**src/rtl/uart_irq_pkg.sv**
```systemverilog
package uart_irq_pkg;

  localparam int ID_W = 4;
  localparam int EN_W = 4;

  localparam logic [ID_W-1:0] ID_NONE  = 4'h1;
  localparam logic [ID_W-1:0] ID_LINE  = 4'h6;
  localparam logic [ID_W-1:0] ID_RXD   = 4'h4;
  localparam logic [ID_W-1:0] ID_TMO   = 4'hC;
  localparam logic [ID_W-1:0] ID_THR   = 4'h2;
  localparam logic [ID_W-1:0] ID_MODEM = 4'h0;

  // enable word bit positions
  localparam int EN_RXD   = 0;
  localparam int EN_THR   = 1;
  localparam int EN_LINE  = 2;
  localparam int EN_MODEM = 3;

  // sticky flag indices
  localparam int FL_THR   = 0;
  localparam int FL_LINE  = 1;
  localparam int FL_MODEM = 2;
  localparam int NUM_FL   = 3;

  typedef struct packed {
    logic line;
    logic rxd;
    logic tmo;
    logic thr;
    logic modem;
  } irq_req_t;

  // mask raw requests by the enable word
  function automatic irq_req_t gate_req(input irq_req_t raw, input logic [EN_W-1:0] en);
    irq_req_t g;
    g.line  = raw.line  & en[EN_LINE];
    g.rxd   = raw.rxd   & en[EN_RXD];
    g.tmo   = raw.tmo   & en[EN_LINE];
    g.thr   = raw.thr   & en[EN_THR];
    g.modem = raw.modem & en[EN_MODEM];
    return g;
  endfunction

  // fixed-priority code selection
  function automatic logic [ID_W-1:0] pick_id(input irq_req_t g);
    if (g.line)       return ID_LINE;
    else if (g.rxd)   return ID_RXD;
    else if (g.tmo)   return ID_TMO;
    else if (g.thr)   return ID_THR;
    else if (g.modem) return ID_MODEM;
    else              return ID_NONE;
  endfunction

endpackage

```
**src/rtl/uart_irq_flags.sv**
```systemverilog
module uart_irq_flags #(
  parameter int N = 3
) (
  input  logic         clk,
  input  logic         rst_n,
  input  logic [N-1:0] set_ev,
  input  logic [N-1:0] clr_ev,
  output logic [N-1:0] pend
);

  for (genvar i = 0; i < N; i++) begin : g_flag
    always_ff @(posedge clk or negedge rst_n) begin
      if (!rst_n)         pend[i] <= 1'b0;
      else if (set_ev[i]) pend[i] <= 1'b1;   // set wins over clear
      else if (clr_ev[i]) pend[i] <= 1'b0;
    end

    assert_set_wins_R10: assert property (@(posedge clk) disable iff (!rst_n)
      set_ev[i] |=> pend[i]);
    assert_clear_only_R8: assert property (@(posedge clk) disable iff (!rst_n)
      (clr_ev[i] && !set_ev[i]) |=> !pend[i]);
    assert_hold_R9: assert property (@(posedge clk) disable iff (!rst_n)
      (!clr_ev[i] && !set_ev[i]) |=> pend[i] == $past(pend[i]));
  end

endmodule

```
**src/rtl/uart_irq_prio_enc.sv**
```systemverilog
module uart_irq_prio_enc
  import uart_irq_pkg::*;
(
  input  logic                clk,
  input  logic                rst_n,
  input  logic [EN_W-1:0]     en,
  input  irq_req_t            raw,
  output logic [ID_W-1:0]     id,
  output logic                req
);

  irq_req_t gated;

  always_comb begin
    gated = gate_req(raw, en);
    id    = pick_id(gated);
    req   = |gated;
  end

  assert_irq_needs_enable_R4: assert property (@(posedge clk) disable iff (!rst_n)
    req |-> (en != '0));
  assert_idle_code_R4: assert property (@(posedge clk) disable iff (!rst_n)
    (id == ID_NONE) == !req);
  assert_rxd_enabled_R1: assert property (@(posedge clk) disable iff (!rst_n)
    (id == ID_RXD) |-> (en[EN_RXD] && raw.rxd));
  assert_line_enabled_R1: assert property (@(posedge clk) disable iff (!rst_n)
    (id == ID_LINE || id == ID_TMO) |-> en[EN_LINE]);
  assert_thr_enabled_R1: assert property (@(posedge clk) disable iff (!rst_n)
    (id == ID_THR) |-> (en[EN_THR] && raw.thr));
  assert_modem_enabled_R1: assert property (@(posedge clk) disable iff (!rst_n)
    (id == ID_MODEM) |-> (en[EN_MODEM] && raw.modem));
  assert_line_top_R3: assert property (@(posedge clk) disable iff (!rst_n)
    (raw.line && en[EN_LINE]) |-> (id == ID_LINE));

endmodule

```
**src/rtl/uart_irq_ident.sv**
```systemverilog
module uart_irq_ident
  import uart_irq_pkg::*;
(
  input  logic        clk,
  input  logic        rst_n,
  input  logic [3:0]  irq_en,
  input  logic        rx_avail,
  input  logic        rx_timeout,
  input  logic        thr_empty_set,
  input  logic        thr_write,
  input  logic        line_err,
  input  logic        modem_delta,
  input  logic        rd_iid,
  input  logic        rd_lsr,
  input  logic        rd_msr,
  output logic [3:0]  iid,
  output logic        irq
);

  logic [NUM_FL-1:0] fl_set, fl_clr, fl_pend;
  logic              thr_ack;   // identification read that acknowledges the transmitter
  irq_req_t          raw;

  assign thr_ack = rd_iid && (iid == ID_THR);

  always_comb begin
    fl_set           = '0;
    fl_clr           = '0;
    fl_set[FL_THR]   = thr_empty_set;
    fl_clr[FL_THR]   = thr_write | thr_ack;
    fl_set[FL_LINE]  = line_err;
    fl_clr[FL_LINE]  = rd_lsr;
    fl_set[FL_MODEM] = modem_delta;
    fl_clr[FL_MODEM] = rd_msr;
  end

  uart_irq_flags #(.N(NUM_FL)) u_flags (
    .clk    (clk),
    .rst_n  (rst_n),
    .set_ev (fl_set),
    .clr_ev (fl_clr),
    .pend   (fl_pend)
  );

  always_comb begin
    raw.line  = fl_pend[FL_LINE];
    raw.rxd   = rx_avail;
    raw.tmo   = rx_timeout;
    raw.thr   = fl_pend[FL_THR];
    raw.modem = fl_pend[FL_MODEM];
  end

  uart_irq_prio_enc u_enc (
    .clk   (clk),
    .rst_n (rst_n),
    .en    (irq_en),
    .raw   (raw),
    .id    (iid),
    .req   (irq)
  );

  assert_thr_ack_R6: assert property (@(posedge clk) disable iff (!rst_n)
    (thr_ack && !thr_empty_set) |=> (iid != ID_THR));
  assert_thr_write_R7: assert property (@(posedge clk) disable iff (!rst_n)
    (thr_write && !thr_empty_set) |=> !fl_pend[FL_THR]);
  assert_other_read_keeps_R6: assert property (@(posedge clk) disable iff (!rst_n)
    (rd_iid && iid != ID_THR && fl_pend[FL_THR] && !thr_write) |=> fl_pend[FL_THR]);

endmodule

```
**config.mk**
```make
export PLATFORM = sky130hd
export DESIGN_NAME = uart_irq_ident
export DESIGN_NICKNAME = d
export VERILOG_FILES = /design/src/rtl/uart_irq_pkg.sv /design/src/rtl/uart_irq_flags.sv /design/src/rtl/uart_irq_prio_enc.sv /design/src/rtl/uart_irq_ident.sv
export SDC_FILE = /design/constraint.sdc
export NUM_CORES = 1
export LEC_CHECK = 0
export BUFFER_PORTS_ARGS = -buffer_cell sky130_fd_sc_hd__buf_2
export CAP_MARGIN = 25
export CORE_AREA = 2 2 39 41
export CTS_CLUSTER_SIZE = 24
export DETAILED_ROUTE_END_ITERATION = 8
export DIE_AREA = 0 0 41 43
export MAX_ROUTING_LAYER = met4
export PLACE_DENSITY = 0.41
export SLEW_MARGIN = 20
export SYNTH_ARGS = -nofsm -noshare
export SYNTH_HDL_FRONTEND = slang
export SYNTH_HIERARCHICAL = 1
export SYNTH_SLANG_ARGS = --single-unit
```
**constraint.sdc**
```tcl
create_clock -name clk -period 1.8 [get_ports clk]
set_input_delay 0.36 -clock clk [delete_from_list [all_inputs] [get_ports clk]]
set_output_delay 0.36 -clock clk [all_outputs]
set_load 0.01 [all_outputs]
```
# ---- Word level (Yosys, flattened, before mapping)
# Index checks and enable logic that the tools add are counted.
dict set report classes {
  reduce_logical 5
  bitwise_logic 6
  mux 11
  n_eq_ne 1
}
# operator count
set ops {}
lappend ops {{4-bit 2-to-1 mux} 4}
lappend ops {{1-bit 2-to-1 mux} 7}
lappend ops {{2-bit nonzero test} 3}
lappend ops {{1-bit bitwise AND} 5}
lappend ops {{5-bit OR reduction} 1}
lappend ops {{4-bit by 2-bit == test with 1-bit output, second input constant} 1}
lappend ops {{1-bit logical AND} 1}
lappend ops {{1-bit bitwise OR} 1}
dict set report word_totals {
  output_inout_bits 5
  regBits 3
  inputBits 15
}

# ---- Longest topological paths before layout
dict set report depth {
  word_depth 11
  ltp_mapped 6
}

# ---- Cells and area by module
# The synthesis kept the hierarchy.
# mod instances area_per_inst_um2 cells_per_inst
set modules_own_cells {}
lappend modules_own_cells {uart_irq_flags 1 108.9 9}
lappend modules_own_cells {uart_irq_prio_enc 1 58.8 10}
lappend modules_own_cells {uart_irq_ident 1 23.8 3}

# ---- Worst setup path before layout
# OpenSTA, ideal clock, no wires.
dict set report synth_timing {
  path_type {reg2reg}
  from {register u_flags.pend[1]}
  to {register u_flags.pend[0]}
  t_arrival_ns 1.193
  setup_time_ns 0.118
  path_stages_with_launch 6
  slack_ns 0.489
  required_time_ns 1.682
  path_buffers 0
  path_cell_list {dfrtp_1 o21ai_1 and3_1 o41ai_2 inv_1 a21o_1}
}
dict set report synth_between {
  elab_chain_len 6
}
# element line
set synth_rtl {}
lappend synth_rtl {{from (decl)} uart_irq_flags.sv:8} ;# output logic [N-1:0] pend
lappend synth_rtl {{from (signal, indexed assignment)} uart_irq_flags.sv:13} ;# if (!rst_n) pend[i] <= 1'b0;
lappend synth_rtl {{from (signal, indexed assignment)} uart_irq_flags.sv:14} ;# else if (set_ev[i]) pend[i] <= 1'b1;
lappend synth_rtl {{from (signal, indexed assignment)} uart_irq_flags.sv:15} ;# else if (clr_ev[i]) pend[i] <= 1'b0;
lappend synth_rtl {{1-bit bitwise AND} uart_irq_pkg.sv:36} ;# g.line = raw.line & en[EN_LINE];
lappend synth_rtl {{4-bit 2-to-1 mux} uart_irq_pkg.sv:46} ;# if (g.line) return ID_LINE;
lappend synth_rtl {{via iid[0]} uart_irq_ident.sv:16} ;# output logic [3:0] iid,
lappend synth_rtl {{4-bit by 2-bit == test with 1-bit output} uart_irq_ident.sv:24} ;# assign thr_ack = rd_iid && (iid == ID_THR);
lappend synth_rtl {{1-bit logical AND} uart_irq_ident.sv:24}
lappend synth_rtl {{1-bit bitwise OR} uart_irq_ident.sv:30} ;# fl_clr[FL_THR] = thr_write | thr_ack;
lappend synth_rtl {{via fl_clr[0]} uart_irq_ident.sv:20} ;# logic [NUM_FL-1:0] fl_set, fl_clr, fl_pend;
lappend synth_rtl {{2-bit nonzero test (no line)} n/a}
# The timed path passes the listed nets, and every way through them passes these cells.
# A chain may end at the register's enable or synchronous reset.

# ---- Worst setup path after layout
dict set report layout_timing {
  from {register u_flags.pend[1]}
  to {output iid[0]}
}
dict set report layout_between {
  elab_chain_len 2
}
# element line
set layout_rtl {}
lappend layout_rtl {{1-bit bitwise AND} uart_irq_pkg.sv:36}
lappend layout_rtl {{4-bit 2-to-1 mux} uart_irq_pkg.sv:46}
lappend layout_rtl {{to (decl)} uart_irq_ident.sv:16}
# Every way passes these cells.

==> impl_metrics.csv <==
group,metric,value,unit
setup_path,cp_top_family,"flip-flops",
synthesis,synth_area,191,um2
final_layout,drive_above_1_share,50.0,%
pwr,pwr-share-clk,47.7,%
final_layout,top_register,"u_flags/pend",
pwr,pwr_density_cell,727,nW/um2
synthesis,ys_types,12,
synthesis,synth_top_cells_by_area,"dfrtp_1 39%, a21o_1 12%, o41ai_2 8.5%",
route,first_pass_iters,4,
pwr,p_sw,64.3,uW
final_layout,largest_register_ffs,3,
final_layout,nFillCells,154,
setup_path,r2r_setup_slack,0.44,ns
run,cap_violations,0,
hold_path,hold_path_class,"input pin to flip-flop",
timing,tns,0,ns
synthesis,ys_ff_latch,3,
setup_path,slowest_stage,"dfrtp_1",
placed_design,place_ws,0.351,ns
pwr,p_comb_share,21.7,%
final_layout,top_regs,"u_flags/pend (3)",
grt,grt_pass1_vias,204,
pwr,p_leak,0.198,nW
timing,hold_viol,0,
pwr,seq_power_share,30.6,%
floorplan,start_util,13.8,%
setup_path,cp_data_arrival_time,1.22,ns
timing,max_freq,0.635,GHz
timing,slew_headroom,79.4,%
synthesis,netlist.top_cell.by_area,"dfrtp_1",
synthesis,synth_top_area_share,39.2,%
timing,min_period_over_period,87.5,%
timing,setup_violations,0,
pwr,vdd_drop_max,0.249,mV
placed_design,place_area,307,um2
clocking,numCtsBuffers,3,
synthesis,yosys_warnings,6,
timing,holdWs,0.304,ns
setup_path,critPathBufInv,1,
clocking,cts_resized,0,
route,postRouteAntennaNets,0,
clocking,post_cts_buffers,0,
floorplan,core,1380,um2
grt,gr-total-overflow,0,
final_layout,diodes,0,
route,drc,0,
timing,clock_skew,0.00134,ns
timing,slew_violations,0,
clocking,clock-sinks,3,
synthesis,synth_fp_nets,37,
status,status,"finished clean",
setup_path,end_kind,"primary output",
setup_path,crit_type,"flip-flop to primary output",
placed_design,place.gp.congestion,0.559,
timing,max_slew.worst_pin.slew,0.308,ns
setup_path,required,1.44,ns
route,drtIter0Drc,3,
setup_path,critPathLaunchType,"flip-flop",
setup_path,worst_r2r_path_depth,5,
floorplan,chipHeight,43,um
floorplan,std_cell_rows,14,
timing,fin_crit,1.58,ns
placed_design,dp_hpwl,446,um
grt,antenna_found_initial,0,
final_layout,fin_area,343,um2
clocking,htreeDepth,1,
setup_path,crit_fanout,4,
pwr,p_int,185,uW
synthesis,syn_area_per_cell,8.70,um2
floorplan,die-area,1760,um2
synthesis,synthCells,22,
grt,grt_max_degree,6,
hold_path,whs_path_depth,2,
pwr,swShare,25.8,%
hold_path,hp-start,"thr_empty_set",
setup_path,crit_chain,"o21ai_1 -> and3_1 -> buf_2",
final_layout,syn_to_final_growth,79.1,%
route,wl_per_cell,8.34,um
timing,setup_ws,0.224,ns
clocking,cts_max_path_buffers,2,
floorplan,die_w,41,um
route,drt-vias-per-instance,3.92,
route,vias,243,
hold_path,hold_end,"u_flags/pend[0]",
timing,rsz0062_at_grt,"false",
clocking,cts_tree,"built",
route,drt_wl_total,517,um
clocking,root_buffer,"clkbuf_4",
placed_design,io_buffer_count,19,
clocking,clk_latency,0.23,ns
setup_path,cpPeakStageDelay,0.40,ns
synthesis,ys_seq_area_share,39.2,%
setup_path,r2r-end,"u_flags/pend[0]",
final_layout,nets,62,
floorplan,ioPinCount,20,
grt,track_usage,7.11,%
grt,grt_pass1_wl,793,um
clocking,path_clk_slew,0.04,ns
setup_path,timing.rr.start,"u_flags/pend[1]",
[kinds of logic after synthesis]
family                 synth area share (%)
AOI/OAI and AO/OA                      32.0
and+or+nand+nor                        20.9
buffers and inverters                  7.84
DFF                                    39.2
[worst reg2reg max path: cells and delay by family (launching register included)]
| family | cells | cell delay, ns |
|---|---|---|
| flops | 1 | 0.39 |
| buf+inv | 1 | 0.07 |
| compound gates | 3 | 0.59 |
| simple gates | 1 | 0.20 |
[stage by stage]
stage,total power [mW],util [%],instances
after detailed placement,0.131,22.2,57
after CTS,0.257,24.8,62
after global routing,0.273,24.8,62
after global placement,0.132,22.2,57
final,0.249,24.8,62
after floorplan,0.103,-,22
[synth_stat cells]
| cell type | count |
|---|---|
| o41ai_2 | 1 |
| o21ai_1 | 1 |
| dfrtp_1 | 3 |
| a32o_1 | 1 |
| and2_1 | 1 |
| nor3b_1 | 1 |
| nand2_1 | 4 |
| a21o_1 | 3 |
| inv_1 | 4 |
| and3_1 | 1 |
| a22oi_1 | 1 |
| nand3_1 | 1 |
[per-layer routing]
layer / routed length [um] / GRT usage, % / up-vias
met3: 91 / 5.24 / 0
met5: 0 / - / -
li1: - / - / 125
met4: 0 / 4.00 / 0
met1: 233 / 7.12 / 97
met2: 193 / 9.69 / 21
[layout by cell type (no fill, tap or decap), types with 3 or more instances in the layout]
cell type | netlist | routed
a21o_1 | 3 | 3
buf_2 | 0 | 19
clkbuf_4 | 0 | 3
dfrtp_1 | 3 | 3
inv_1 | 4 | 4
nand2_1 | 4 | 4
[power by group through the flow]
stage	clock [mW]	combinational [mW]	sequential, mW
6_report	0.119	0.0541	0.0763
5_1_grt	0.134	0.0614	0.0774
4_1_cts	0.125	0.0550	0.0765
3_5_place_dp	0	0.0532	0.0774
3_3_place_gp	0	0.0544	0.0774
2_1_floorplan	0	0.0265	0.0761
[worst max-delay path by stage]
stage	startpoint	to	slack [ns]	cells past startpoint
after floorplan	u_flags/pend[1]	u_flags/pend[0]	0.49	5
after global placement	irq_en[1]	u_flags/pend[0]	0.36	6
after detailed placement	rx_avail	iid[3]	0.35	4
after CTS	u_flags/pend[1]	iid[0]	0.21	3
after global routing	u_flags/pend[1]	iid[0]	0.14	3
final	u_flags/pend[1]	iid[0]	0.22	3
[what timing repair did]
action,4_1_cts,5_1_grt
hold buffers,1,0
endpoints found under the setup margin,0,0
endpoints found under the hold margin,3,0
[final cells by class]
cell class / instances / area (um2) / share of cell area, %
timing repair buffer: 20 / 105 / 30.7
multi-input combinational: 15 / 101 / 29.6
sequential: 3 / 75.1 / 21.9
clock buffer: 4 / 26.3 / 7.66
tap: 16 / 20.0 / 5.84
inverter: 4 / 15.0 / 4.38
Power figures use the tool's default switching activity.
